File: src/rtl/uart_rx_fifo_pkg.sv
package uart_rx_fifo_pkg;
  localparam int unsigned DATA_W    = 8;
  localparam int unsigned STAT_W    = 4;
  localparam int unsigned ENT_W     = DATA_W + STAT_W;
  localparam int unsigned ST_FRAME  = 0;
  localparam int unsigned ST_PARITY = 1;
  localparam int unsigned ST_BREAK  = 2;
  localparam int unsigned ST_OVRUN  = 3;

  typedef struct packed {
    logic [STAT_W-1:0] stat;
    logic [DATA_W-1:0] data;
  } rx_entry_t;

  function automatic rx_entry_t break_entry();
    rx_entry_t e;
    e = '0;
    e.stat[ST_BREAK] = 1'b1;
    return e;
  endfunction
endpackage

File: src/rtl/uart_rx_fifo_store.sv
module uart_rx_fifo_store
  import uart_rx_fifo_pkg::*;
#(
  parameter int unsigned DEPTH = 16,
  parameter int unsigned PW    = $clog2(DEPTH)
) (
  input  logic            clk_i,
  input  logic            rst_ni,
  input  logic            we_i,
  input  logic [PW-1:0]   waddr_i,
  input  rx_entry_t       wdata_i,
  input  logic [PW-1:0]   raddr_i,
  output rx_entry_t       rdata_o
);
  rx_entry_t mem_q [DEPTH];

  always_ff @(posedge clk_i or negedge rst_ni) begin
    if (!rst_ni) begin
      for (int i = 0; i < DEPTH; i++) mem_q[i] <= '0;
    end else if (we_i) begin
      mem_q[waddr_i] <= wdata_i;
    end
  end

  assign rdata_o = mem_q[raddr_i];
endmodule

File: src/rtl/uart_rx_fifo_ctrl.sv
module uart_rx_fifo_ctrl #(
  parameter int unsigned DEPTH = 16,
  parameter int unsigned PW    = $clog2(DEPTH),
  parameter int unsigned CW    = PW + 1
) (
  input  logic          clk_i,
  input  logic          rst_ni,
  input  logic          fifo_en_i,
  input  logic          push_req_i,
  input  logic          pop_i,
  output logic          push_ready_o,
  output logic          push_ok_o,
  output logic          pop_any_o,
  output logic          pop_eff_o,
  output logic          flush_o,
  output logic          fifo_en_q_o,
  output logic [PW-1:0] rptr_o,
  output logic [PW-1:0] wptr_o,
  output logic [CW-1:0] count_o,
  output logic [CW-1:0] count_nxt_o
);
  logic          en_q;
  logic [PW-1:0] rptr_q;
  logic [CW-1:0] count_q;
  logic          room;

  assign flush_o      = fifo_en_i ^ en_q;
  assign room         = en_q ? (count_q < CW'(DEPTH)) : (count_q == '0);
  assign push_ready_o = !flush_o && room;
  assign push_ok_o    = push_req_i && push_ready_o;
  assign pop_any_o    = pop_i && !flush_o;
  assign pop_eff_o    = pop_any_o && (count_q != '0);
  // power-of-two depth: the slot index wraps by truncation
  assign wptr_o       = rptr_q + count_q[PW-1:0];
  assign count_nxt_o  = flush_o ? '0
                      : count_q + CW'(push_ok_o) - CW'(pop_eff_o);

  always_ff @(posedge clk_i or negedge rst_ni) begin
    if (!rst_ni) begin
      en_q    <= 1'b0;
      rptr_q  <= '0;
      count_q <= '0;
    end else begin
      en_q    <= fifo_en_i;
      rptr_q  <= flush_o ? '0 : rptr_q + PW'(pop_eff_o);
      count_q <= count_nxt_o;
    end
  end

  assign fifo_en_q_o = en_q;
  assign rptr_o      = rptr_q;
  assign count_o     = count_q;
endmodule

File: src/rtl/uart_rx_fifo_flags.sv
module uart_rx_fifo_flags
  import uart_rx_fifo_pkg::*;
#(
  parameter int unsigned DEPTH   = 16,
  parameter int unsigned RX_TRIG = 1,
  parameter int unsigned CW      = $clog2(DEPTH) + 1
) (
  input  logic              clk_i,
  input  logic              rst_ni,
  input  logic              fifo_en_q_i,
  input  logic              push_ok_i,
  input  logic              pop_any_i,
  input  logic              pop_eff_i,
  input  logic              flush_i,
  input  logic [CW-1:0]     count_nxt_i,
  input  logic [STAT_W-1:0] rd_stat_i,
  input  logic              stat_clr_i,
  output logic              empty_o,
  output logic              full_o,
  output logic              irq_o,
  output logic [STAT_W-1:0] stat_o
);
  localparam logic [CW-1:0] CntFull = CW'(DEPTH);
  localparam logic [CW-1:0] CntTrig = CW'(RX_TRIG);
  localparam logic [CW-1:0] CntUntr = CW'(RX_TRIG - 1);

  always_ff @(posedge clk_i or negedge rst_ni) begin
    if (!rst_ni) begin
      empty_o <= 1'b1;
      full_o  <= 1'b0;
      irq_o   <= 1'b0;
    end else if (flush_i) begin
      empty_o <= 1'b1;
      full_o  <= 1'b0;
      irq_o   <= 1'b0;
    end else begin
      if (push_ok_i)                               empty_o <= 1'b0;
      else if (pop_eff_i && count_nxt_i == '0)     empty_o <= 1'b1;

      if (push_ok_i && (!fifo_en_q_i || count_nxt_i == CntFull)) full_o <= 1'b1;
      else if (pop_any_i)                          full_o <= 1'b0;

      if (push_ok_i && !pop_eff_i && count_nxt_i == CntTrig)      irq_o <= 1'b1;
      else if (pop_eff_i && !push_ok_i && count_nxt_i == CntUntr) irq_o <= 1'b0;
    end
  end

  always_ff @(posedge clk_i or negedge rst_ni) begin
    if (!rst_ni)         stat_o <= '0;
    else if (pop_any_i)  stat_o <= rd_stat_i;
    else if (stat_clr_i) stat_o <= '0;
  end
endmodule

File: src/rtl/uart_rx_fifo.sv
module uart_rx_fifo
  import uart_rx_fifo_pkg::*;
#(
  parameter int unsigned DEPTH   = 16,
  parameter int unsigned RX_TRIG = 1
) (
  input  logic              clk_i,
  input  logic              rst_ni,
  input  logic              fifo_en_i,
  input  logic              push_i,
  input  logic [DATA_W-1:0] push_data_i,
  input  logic [STAT_W-1:0] push_stat_i,
  input  logic              break_i,
  input  logic              pop_i,
  input  logic              stat_clr_i,
  output logic              push_ready_o,
  output logic [ENT_W-1:0]  pop_data_o,
  output logic              rx_empty_o,
  output logic              rx_full_o,
  output logic              rx_irq_o,
  output logic [STAT_W-1:0] rx_stat_o
);
  localparam int unsigned PW = $clog2(DEPTH);
  localparam int unsigned CW = PW + 1;

  logic          push_ok_w, pop_any_w, pop_eff_w, flush_w, en_q_w;
  logic [PW-1:0] rptr_w, wptr_w;
  logic [CW-1:0] count_w, count_nxt_w;
  rx_entry_t     wdata_w, rdata_w;

  assign wdata_w = break_i ? break_entry() : rx_entry_t'({push_stat_i, push_data_i});

  uart_rx_fifo_ctrl #(.DEPTH(DEPTH), .PW(PW), .CW(CW)) u_ctrl (
    .clk_i, .rst_ni,
    .fifo_en_i,
    .push_req_i   (push_i | break_i),
    .pop_i,
    .push_ready_o,
    .push_ok_o    (push_ok_w),
    .pop_any_o    (pop_any_w),
    .pop_eff_o    (pop_eff_w),
    .flush_o      (flush_w),
    .fifo_en_q_o  (en_q_w),
    .rptr_o       (rptr_w),
    .wptr_o       (wptr_w),
    .count_o      (count_w),
    .count_nxt_o  (count_nxt_w)
  );

  uart_rx_fifo_store #(.DEPTH(DEPTH), .PW(PW)) u_store (
    .clk_i, .rst_ni,
    .we_i    (push_ok_w),
    .waddr_i (wptr_w),
    .wdata_i (wdata_w),
    .raddr_i (rptr_w),
    .rdata_o (rdata_w)
  );

  uart_rx_fifo_flags #(.DEPTH(DEPTH), .RX_TRIG(RX_TRIG), .CW(CW)) u_flags (
    .clk_i, .rst_ni,
    .fifo_en_q_i (en_q_w),
    .push_ok_i   (push_ok_w),
    .pop_any_i   (pop_any_w),
    .pop_eff_i   (pop_eff_w),
    .flush_i     (flush_w),
    .count_nxt_i (count_nxt_w),
    .rd_stat_i   (rdata_w.stat),
    .stat_clr_i,
    .empty_o     (rx_empty_o),
    .full_o      (rx_full_o),
    .irq_o       (rx_irq_o),
    .stat_o      (rx_stat_o)
  );

  assign pop_data_o = rdata_w;
endmodule

File: config.mk
export PLATFORM = sky130hd
export DESIGN_NAME = uart_rx_fifo
export DESIGN_NICKNAME = d
export VERILOG_FILES = /design/src/rtl/uart_rx_fifo_pkg.sv /design/src/rtl/uart_rx_fifo_store.sv /design/src/rtl/uart_rx_fifo_ctrl.sv /design/src/rtl/uart_rx_fifo_flags.sv /design/src/rtl/uart_rx_fifo.sv
export SDC_FILE = /design/constraint.sdc
export NUM_CORES = 1
export LEC_CHECK = 0
export ABC_AREA = 1
export ABC_CLOCK_PERIOD_IN_PS = 3450
export BUFFER_PORTS_ARGS = -buffer_cell sky130_fd_sc_hd__buf_2
export CAP_MARGIN = 10
export CORE_ASPECT_RATIO = 1.1
export CORE_MARGIN = 2
export CORE_UTILIZATION = 40
export DETAILED_ROUTE_END_ITERATION = 6
export HOLD_SLACK_MARGIN = 0.1
export PLACE_DENSITY_LB_ADDON = 0.05
export SLEW_MARGIN = 20
export SYNTH_ARGS = -nofsm -noshare
export SYNTH_HDL_FRONTEND = slang
export SYNTH_SLANG_ARGS = --single-unit
File: constraint.sdc
create_clock -name clk_i -period 3.45 [get_ports clk_i]
set_input_delay 0.8625 -clock clk_i [delete_from_list [all_inputs] [get_ports clk_i]]
set_output_delay 0.8625 -clock clk_i [all_outputs]
set_load 0.01 [all_outputs]
==> results of run 1 <==
==> cell families after synthesis <==
family	synth area share [%]
AO/OA/AOI/OAI	20.7
AND/OR/NAND/NOR	17.2
adder cells (fa/ha/maj)	1.91
XOR/XNOR	0.604
buffers and inverters	6.93
flip-flops	52.6
==> area by class of cell <==
type | count | area [um2] | area share, %
Sequential cell | 209 | 5240 | 47.4
Inverter | 36 | 138 | 1.25
Timing Repair Buffer | 60 | 428 | 3.88
Tap cell | 310 | 388 | 3.51
Clock inverter | 8 | 118 | 1.07
Multi-Input combinational cell | 795 | 4020 | 36.4
Clock buffer | 36 | 707 | 6.41
==> through the flow <==
stage / area, um2 / utilization, %
floorplan: 9940 / -
global placement: 10200 / 41.7
detailed placement: 10200 / 41.7
CTS: 11000 / 45.1
global route: 11000 / 45.1
finish: 11000 / 45.1
==> cells in the mapped netlist (5+ instances only) <==
master,count
a21oi_1,5
buf_6,32
clkbuf_1,45
dfrtp_1,208
ha_1,12
inv_1,35
nand2_1,244
nand2_2,16
nand3_1,23
nor2_1,127
o211ai_1,23
o21ai_0,98
o21ai_1,163
o21ai_2,29
o221ai_1,25
o22ai_1,12
==> worst reg2reg max path, cell delays in order, from the launching register on <==
cell      delay [ps]
dfrtp_1          420
inv_1            110
ha_1             150
nand2_1           70
nand2_1           60
nand3b_1          80
inv_2             80
nand2_4           50
ha_1             260
inv_1             40
ha_1             200
fa_1             390
nand2_1           70
inv_1             50
o21ai_0          200
nand3b_1         110
nand3_1          170
inv_1             80
nand2_1           60
nand2_1           40
nand2_1           60
nand2_1           40
==> path summary, 6_finish.rpt <==
check                      cells past startpoint  slack (ps)         startpoint                end
min in group clk_i                             2         470  u_flags.stat_o[2]  u_flags.stat_o[2]
min reg2reg                                    2         470  u_flags.stat_o[2]  u_flags.stat_o[2]
max in group asynchronous                      2        2210             rst_ni  u_store.mem_q[63]
max reg2reg                                   21         570  u_ctrl.count_o[3]     u_flags.full_o
min                                            1         330             rst_ni  u_flags.stat_o[2]
max                                            9         210   u_ctrl.rptr_o[0]     pop_data_o[10]
==> layer usage <==
metal | part of all wire [%] | track usage (%)
met3 | 4.0 | 2.58
met4 | 2.2 | 5.31
met2 | 47 | 37.7
met1 | 47 | 30.8
met5 | 0 | 0
==> power groups by stage <==
stage / Sequential (uW) / Combinational, uW / Clock, uW
2_1_floorplan: 3500 / 1960 / 0
3_3_place_gp: 3600 / 2600 / 0
3_5_place_dp: 3610 / 2630 / 0
4_1_cts: 3570 / 2640 / 2730
5_1_grt: 3670 / 2990 / 2830
6_report: 3580 / 2610 / 2660
==> flip-flops by register name, indices dropped and copies added (netlist names) <==
name / count
u_store.mem_q: 192
u_ctrl.count_o: 5
u_ctrl.rptr_o: 4
u_flags.stat_o: 4
u_ctrl.fifo_en_q_o: 1
u_flags.empty_o: 1
u_flags.full_o: 1
u_flags.irq_o: 1
==> what timing repair did <==
item,in CTS,in global routing
resized for setup,0,3
hold buffers,0,0
setup endpoints to repair,0,1
==> results.sh, run 1 <==
export IMPL_pre_cts_ws_ps=129
export IMPL_tns_ps=0
export IMPL_grt_pass1_wl_um=45200
export IMPL_outcome="completed"
export IMPL_clock_root_buffer="clkbuf_16"
export IMPL_coreArea_mm2=0.0245
export IMPL_yosysTopAreaCellShare_pct=52.4
export IMPL_hpwl_um=16700
export IMPL_final_common_cell="nand2_1"
export IMPL_clock_latency_ps=510
export IMPL_clk_pin_slew_ps=60
export IMPL_wl_um=28300
export IMPL_hold_viol=0
export IMPL_ys_seq_elements=209
export IMPL_first_global_vias=7596
export IMPL_fin_crit_sh_pct=94.0
export IMPL_drv_cap=0
export IMPL_crit_path_frequent_cell="nor2_1"
export IMPL_syn_inst=1123
export IMPL_dr_pass1_iters=5
export IMPL_grt_util_all_layers_pct=22.3
export IMPL_crit_arrival_ps=2380
export IMPL_htreeDepth=1
export IMPL_synthToLayoutAreaGrowth_pct=11.0
export IMPL_ant_nets=0
export IMPL_p_clk_share_pct=30.1
export IMPL_post_drt_via_cell_ratio=5.31
export IMPL_syn_avg_cell_area_um2=8.85
export IMPL_numCtsBuffers=25
export IMPL_drive_gt1_share_pct=13.5
export IMPL_drt_iter0_markers=623
export IMPL_fin_crit_ps=3240
export IMPL_cts_sinks=209
export IMPL_slew_headroom_pct=46.6
export IMPL_worst_path_buf_inv=3
export IMPL_grt_max_degree=83
export IMPL_synth_net_count=1156
export IMPL_wl_per_cell_um=19.5
export IMPL_final_cell_mix="nand2_1, dfrtp_1, o21ai_1"
export IMPL_setup_viol_count_final=0
export IMPL_yosys_warnings=0
export IMPL_hold_path_class="in -> async"
export IMPL_synth_edf_count=0
export IMPL_p_sw_uw=3050
export IMPL_antenna_cells=0
export IMPL_die_height_um=169
export IMPL_yosys_top_cells_area="dfrtp_1, nand2_1, o21ai_1"
export IMPL_path_class="reg -> out"
export IMPL_rsz0062_at_grt="no"
export IMPL_fin_cells=1454
export IMPL_ys_flop_type="dfrtp_1"
export IMPL_worst_hold_slack_ps=329
export IMPL_p_sw_share_pct=34.4
export IMPL_power_density_mw_per_mm2=802
export IMPL_die_area_mm2=0.0261
export IMPL_final_nets=1160
export IMPL_ir_drop_uv=362
export IMPL_p_comb_share_pct=29.4
export IMPL_worstPathMaxFanout=42
export IMPL_yosysSeqAreaShare_pct=52.6
export IMPL_worst_pin_slew_ps=801
export IMPL_route_detailed_drc=0
export IMPL_post_cts_buffers=0
export IMPL_setup_ws_ps=206
export IMPL_power_uw=8850
export IMPL_synth_top_cell_by_area="dfrtp_1"
export IMPL_die_x_um=154
export IMPL_routabilityCongestion=0.792
export IMPL_skew_ps=13.1
export IMPL_crit_family="buffers and inverters"
export IMPL_antenna_found_initial=0
export IMPL_worstSetupStartpointType="flip-flop"
export IMPL_initial_core_util_pct=40.6
export IMPL_slowest_stage="dfrtp_4"
export IMPL_cp_required_ps=2590
export IMPL_tritoncts="yes"
export IMPL_ios=39
export IMPL_p_seq_share_pct=40.5
export IMPL_power_internal_uw=5800
export IMPL_fp_row_count=60
export IMPL_io_buffers=38
export IMPL_syn_area_mm2=0.00994
export IMPL_setup_worst_path_end_class="output port"
export IMPL_n_fill_cell=2437
export IMPL_gr_total_overflow=0
export IMPL_placed_cells=1410
export IMPL_cts_path_max_buffers=3
export IMPL_ys_types=29
export IMPL_synth_async_reset_ratio_pct=100
export IMPL_num_vias=7727
export IMPL_cp_slowest_stage_delay_ps=590
export IMPL_slew_violations=0
export IMPL_path_cells="inv_4 > buf_12 > nor2_1 > nor2_1 > o21ai_0 > o211ai_1 > nand3_1 > nand2_1 > buf_2"
export IMPL_leakage_uw=0.00505
export IMPL_fmax_ghz=0.308
Note: power is estimated with default switching activity, not from simulation.
==> run 2: changes to the inputs <==
- ABC_CLOCK_PERIOD_IN_PS: 3450 -> 2900
- clock period: 3.45 -> 2.9 ns (I/O delays scaled with it)
==> results.sh, run 2 (synthesized netlist as in run 1, its figures left out) <==
export IMPL_cts_sinks=209
export IMPL_die_area_mm2=0.0261
export IMPL_clock_root_buffer="clkbuf_16"
export IMPL_worstPathMaxFanout=43
export IMPL_worst_pin_slew_ps=770
export IMPL_routabilityCongestion=0.781
export IMPL_outcome="completed"
export IMPL_setup_viol_count_final=0
export IMPL_top_register="u_store.mem_q"
export IMPL_initial_core_util_pct=40.6
export IMPL_fmax_ghz=0.351
export IMPL_clock_latency_ps=530
export IMPL_die_height_um=169
export IMPL_final_common_cell="nand2_1"
export IMPL_worstSetupStartpointType="flip-flop"
export IMPL_cts_path_max_buffers=3
export IMPL_leakage_uw=0.00526
export IMPL_fin_crit_sh_pct=98.1
export IMPL_synthToLayoutAreaGrowth_pct=15.3
export IMPL_route_detailed_drc=0
export IMPL_grt_pass1_wl_um=46400
export IMPL_coreArea_mm2=0.0245
export IMPL_rr_worst_depth=9
export IMPL_p_clk_share_pct=29.9
export IMPL_htreeDepth=1
export IMPL_fp_row_count=60
export IMPL_io_buffers=38
export IMPL_hpwl_um=17000
export IMPL_p_comb_share_pct=31.1
export IMPL_pre_cts_ws_ps=-97.5
export IMPL_path_class="reg -> out"
export IMPL_r2r_start="u_ctrl.rptr_o[0]"
export IMPL_p_sw_share_pct=34.6
export IMPL_drv_cap=0
export IMPL_clk_pin_slew_ps=60
export IMPL_post_drt_via_cell_ratio=5.34
export IMPL_p_seq_share_pct=39.0
export IMPL_final_nets=1192
export IMPL_regToRegSetupSlack_ps=230
export IMPL_p_sw_uw=3770
export IMPL_worst_hold_slack_ps=146
export IMPL_skew_ps=10.0
export IMPL_slew_violations=0
export IMPL_grt_max_degree=68
export IMPL_dr_pass1_iters=5
export IMPL_hold_viol=0
export IMPL_final_cell_mix="nand2_1, dfrtp_1, o21ai_1"
export IMPL_slew_headroom_pct=48.5
export IMPL_ant_nets=0
export IMPL_setup_worst_path_end_class="output port"
export IMPL_ios=39
export IMPL_power_density_mw_per_mm2=951
export IMPL_drive_gt1_share_pct=17.1
export IMPL_drt_iter0_markers=498
export IMPL_power_internal_uw=7140
export IMPL_cp_required_ps=2170
export IMPL_num_vias=7940
export IMPL_gr_total_overflow=0
export IMPL_numCtsBuffers=25
export IMPL_hold_path_class="in -> async"
export IMPL_crit_arrival_ps=2120
export IMPL_first_global_vias=7790
export IMPL_tritoncts="yes"
export IMPL_antenna_cells=0
export IMPL_wl_um=29800
export IMPL_die_x_um=154
export IMPL_worst_r2r_endpoint="u_store.mem_q[160]"
export IMPL_fin_crit_ps=2850
export IMPL_rsz0062_at_grt="yes"
export IMPL_ir_drop_uv=468
export IMPL_largest_reg_flops=192
export IMPL_setup_ws_ps=54.5
export IMPL_wl_per_cell_um=20.0
export IMPL_grt_util_all_layers_pct=23.0
export IMPL_antenna_found_initial=0
## run 2: changes by cell type in the layout (fill, tap and decap cells not counted), moves of 3 or more
cell     delta
buf_12      +4
o21ai_0     -3
inv_1       -3
buf_4      +24
inv_2       +3
## run 2: area by class of cell
cell class / count / area, um2
fill: 2457 / 13000
sequential: 209 / 5240
multi-input combinational: 795 / 4070
timing repair buffer: 92 / 777
clock buffer: 37 / 731
tap: 310 / 388
inverter: 36 / 140
clock inverter: 9 / 124
## run 2: worst max path at each step
stage	slack (ps)	cells after the start	end	startpoint
2_1_floorplan	10	15	u_flags.irq_o	fifo_en_i
6_report	50	6	pop_data_o[3]	u_ctrl.rptr_o[0]
4_1_cts	-10	7	pop_data_o[8]	u_ctrl.rptr_o[0]
3_5_place_dp	-100	19	u_flags.full_o	fifo_en_i
3_3_place_gp	-70	19	u_flags.full_o	fifo_en_i
5_1_grt	-40	9	pop_data_o[11]	u_ctrl.rptr_o[0]
## run 2: critical path, cell delays in order, from the launching register on
cell and delay, ps:
dfrtp_2 500, buf_12 220, o21ai_0 210, o22ai_1 100, o211ai_1 230, nand2_1 150, buf_2 170
## run 2: timing repair
| item | in CTS | in global routing |
|---|---|---|
| cloned | 1 | 2 |
| buffers inserted | 0 | 3 |
| pin swaps | 0 | 4 |
| resized for setup | 6 | 17 |
| endpoints found under the setup margin | 10 | 13 |
| hold buffers | 0 | 0 |
| endpoints found under the hold margin | 0 | 0 |
## run 2: through the flow
step	TNS [ps]	cells	total power, uW	util, %	area (um2)
floorplan	0	1123	6530	-	9990
global placement	-124	1436	7480	42.7	10400
detailed placement	-187	1436	7520	42.7	10400
CTS	-17.2	1483	10900	46.3	11300
global route	-164	1488	11700	46.8	11500
finish	0	1488	10900	46.8	11500
## run 2: per-layer routing
metal | GRT usage, % | share of wire [%] | vias up | wire (um)
met2 | 39.1 | 48 | 166 | 14300
met5 | 0 | 0 | - | 0
met1 | 31.6 | 46 | 3857 | 13700
met4 | 6.32 | 2.7 | 0 | 809
met3 | 2.37 | 3.5 | 47 | 1050
li1 | - | - | 3870 | -
## run 2: power by group through the flow
stage	clock, uW	combinational, uW	sequential (uW)
after global placement	0	3210	4260
after detailed placement	0	3240	4270
after global routing	3420	3880	4350
after floorplan	0	2360	4170
after CTS	3330	3300	4240
final	3260	3390	4250
==> run 3: changes to the inputs <==
- ABC_AREA: 1 -> not set
- BUFFER_PORTS_ARGS: -buffer_cell sky130_fd_sc_hd__buf_2 -> not set
- DONT_BUFFER_PORTS: not set -> 1
==> results.sh, run 3 <==
export IMPL_hold_viol=208
export IMPL_syn_inst=644
export IMPL_synth_net_count=677
export IMPL_ys_seq_elements=209
export IMPL_yosys_top_cells_area="dfrtp_1, mux2_2, mux4_2"
export IMPL_slowest_stage="o41a_4"
export IMPL_dpl_cell_area_mm2=0.0108
export IMPL_clk_pin_slew_ps=60
export IMPL_fin_util_pct=47.9
export IMPL_largest_reg_flops=192
export IMPL_initial_core_util_pct=40.3
export IMPL_route_detailed_drc=0
export IMPL_drt_iter0_markers=232
export IMPL_skew_ps=14.4
export IMPL_violations="hold timing, setup timing"
export IMPL_synth_common_cells="dfrtp_1, mux2_2, mux4_2, mux2_4"
export IMPL_worstPathMaxFanout=3
export IMPL_yosysTopAreaCellShare_pct=51.4
export IMPL_cp_slowest_stage_delay_ps=430
export IMPL_post_route_cell_area_mm2=0.0120
export IMPL_fin_crit_sh_pct=105
export IMPL_clock_root_buffer="clkbuf_16"
export IMPL_synth_most_common_cell="dfrtp_1"
export IMPL_gr_total_overflow=0
export IMPL_slew_violations=0
export IMPL_dr_pass1_iters=4
export IMPL_yosys_warnings=0
export IMPL_coreArea_mm2=0.0251
export IMPL_grt_max_degree=210
export IMPL_synth_edf_count=0
export IMPL_r2r_start="u_ctrl.count_o[3]"
export IMPL_final_common_cell="dfrtp_1"
export IMPL_fin_crit_ps=3050
export IMPL_yosysSeqAreaShare_pct=51.6
export IMPL_worst_r2r_endpoint="u_flags.irq_o"
export IMPL_drv_cap=0
export IMPL_antenna_cells=0
export IMPL_fp_row_count=61
export IMPL_power_density_mw_per_mm2=936
export IMPL_worst_pin_slew_ps=939
export IMPL_grt_pass1_wl_um=38600
export IMPL_synth_top_cell_by_area="dfrtp_1"
export IMPL_synth_async_reset_ratio_pct=100
export IMPL_die_height_um=171
export IMPL_tns_ps=-1880
export IMPL_cts_path_max_buffers=3
export IMPL_ios=39
export IMPL_synthToLayoutAreaGrowth_pct=18.9
export IMPL_leakage_uw=0.00571
export IMPL_antenna_found_initial=0
export IMPL_slew_headroom_pct=37.3
export IMPL_hpwl_um=15300
export IMPL_ys_types=41
export IMPL_io_buffers=0
export IMPL_post_drt_via_cell_ratio=5.48
export IMPL_die_x_um=156
export IMPL_routabilityCongestion=0.777
export IMPL_wl_um=25400
export IMPL_setup_worst_path_end_class="flip-flop"
export IMPL_die_area_mm2=0.0266
export IMPL_worst_hold_slack_ps=-99.0
export IMPL_rsz0062_at_grt="yes"
export IMPL_final_nets=739
export IMPL_clock_latency_ps=530
export IMPL_ant_nets=0
export IMPL_crit_family="compound AO/OA/AOI/OAI gates"
export IMPL_tritoncts="yes"
export IMPL_syn_avg_cell_area_um2=15.7
export IMPL_crit_arrival_ps=3460
export IMPL_rr_worst_depth=15
export IMPL_wl_per_cell_um=24.4
export IMPL_outcome="complete, but fails checks"
export IMPL_worstSetupStartpointType="flip-flop"
export IMPL_syn_area_mm2=0.0101
export IMPL_cp_required_ps=3300
export IMPL_num_vias=5697
export IMPL_setup_ws_ps=-152
export IMPL_setup_viol_count_final=15
export IMPL_path_cells="inv_2 > ha_4 > inv_4 > o41a_4 > nor3_4 > inv_2 > ha_4 > inv_2 > ha_4 > fa_2 > xnor2_2 > nand2b_1 > o21ai_2 > a41oi_1 > a41o_1"
export IMPL_fin_cells=1039
export IMPL_fmax_ghz=0.328
export IMPL_drive_gt1_share_pct=57.0
export IMPL_first_global_vias=6222
export IMPL_placed_cells=978
export IMPL_path_class="reg -> reg"
export IMPL_top_register="u_store.mem_q"
export IMPL_ir_drop_uv=433
export IMPL_hold_path_class="in -> async"
export IMPL_cts_sinks=209
export IMPL_numCtsBuffers=24
export IMPL_regToRegSetupSlack_ps=-150
export IMPL_ys_flop_type="dfrtp_1"
export IMPL_htreeDepth=1
export IMPL_grt_util_all_layers_pct=19.5
export IMPL_worst_path_buf_inv=4
export IMPL_final_cell_mix="dfrtp_1, mux2_2, buf_4"
==> run 3: cell types whose count changed after synthesis, moves of 26 or more <==
cell | before | now
clkbuf_1 | 45 | 19
mux2_2 | 0 | 155
mux2_4 | 0 | 40
mux4_2 | 0 | 56
nand2_1 | 244 | 16
nor2_1 | 127 | 11
o21ai_0 | 98 | 1
o21ai_1 | 163 | 0
o21ai_2 | 29 | 0
==> run 3: power by group <==
| group | internal (uW) | switching [uW] |
|---|---|---|
| clock network | 1850 | 1210 |
| registers | 3860 | 487 |
| logic | 2270 | 1590 |
| total | 7990 | 3280 |
==> run 3: repair_timing <==
| item | in CTS | in global routing |
|---|---|---|
| pin swaps | 9 | 7 |
| setup buffers | 10 | 5 |
| resized for setup | 26 | 19 |
| gates cloned | 2 | 3 |
| setup endpoints to repair | 16 | 78 |
| hold endpoints to repair | 209 | 209 |
==> run 3: stage by stage <==
step | hold WS, ps | worst slack, ps | total power [uW]
2_1_floorplan | 429 | -563 | 6830
3_3_place_gp | 440 | -400 | 7660
3_5_place_dp | 441 | -445 | 7810
4_1_cts | -111 | -214 | 11200
5_1_grt | -118 | -281 | 11900
6_report | -99.0 | -152 | 11300
==> run 3: area by class of cell <==
type                    instances  area [um2]
fillers                      2153       13100
flip-flops and latches        209        5240
multi-input cells             379        4750
repair buffers                 82         810
clock buffers                  35         702
well taps                     315         394
clock inverters                 9         106
inverters                      10        40.0
==> run 3: worst register-to-register path, stage by stage (launching register included) <==
cell and delay [ps]:
dfrtp_1 390, inv_2 80, ha_4 140, inv_4 40
o41a_4 430, nor3_4 140, inv_2 80, ha_4 260
inv_2 40, ha_4 150, fa_2 370, xnor2_2 180
nand2b_1 110, o21ai_2 180, a41oi_1 130, a41o_1 230
==> run 3: worst max-delay path by stage <==
stage / startpoint / end / slack [ps] / cells past startpoint
final: u_ctrl.count_o[3] / u_flags.irq_o / -150 / 15
after global routing: u_ctrl.count_o[3] / u_flags.empty_o / -280 / 16
after CTS: u_ctrl.rptr_o[0] / pop_data_o[0] / -210 / 3
after detailed placement: fifo_en_i / u_flags.irq_o / -440 / 13
after global placement: fifo_en_i / u_flags.irq_o / -400 / 13
after floorplan: fifo_en_i / u_flags.irq_o / -560 / 14
==> run 3: logic make-up after synthesis <==
group / after synthesis / synth area share (%)
compound gates: 23 / 1.61
buf+inv: 56 / 2.82
xor+xnor: 12 / 1.04
flops: 209 / 51.6
fa+ha+maj: 14 / 1.88
mux: 260 / 36.5
simple gates: 70 / 4.50
==> run 3: metal layers <==
layer | part of all wire [%] | GRT usage, %
met4 | 1.8 | 4.27
met5 | 0 | 0
met3 | 3.6 | 3.17
met2 | 52 | 35.2
met1 | 43 | 24.7
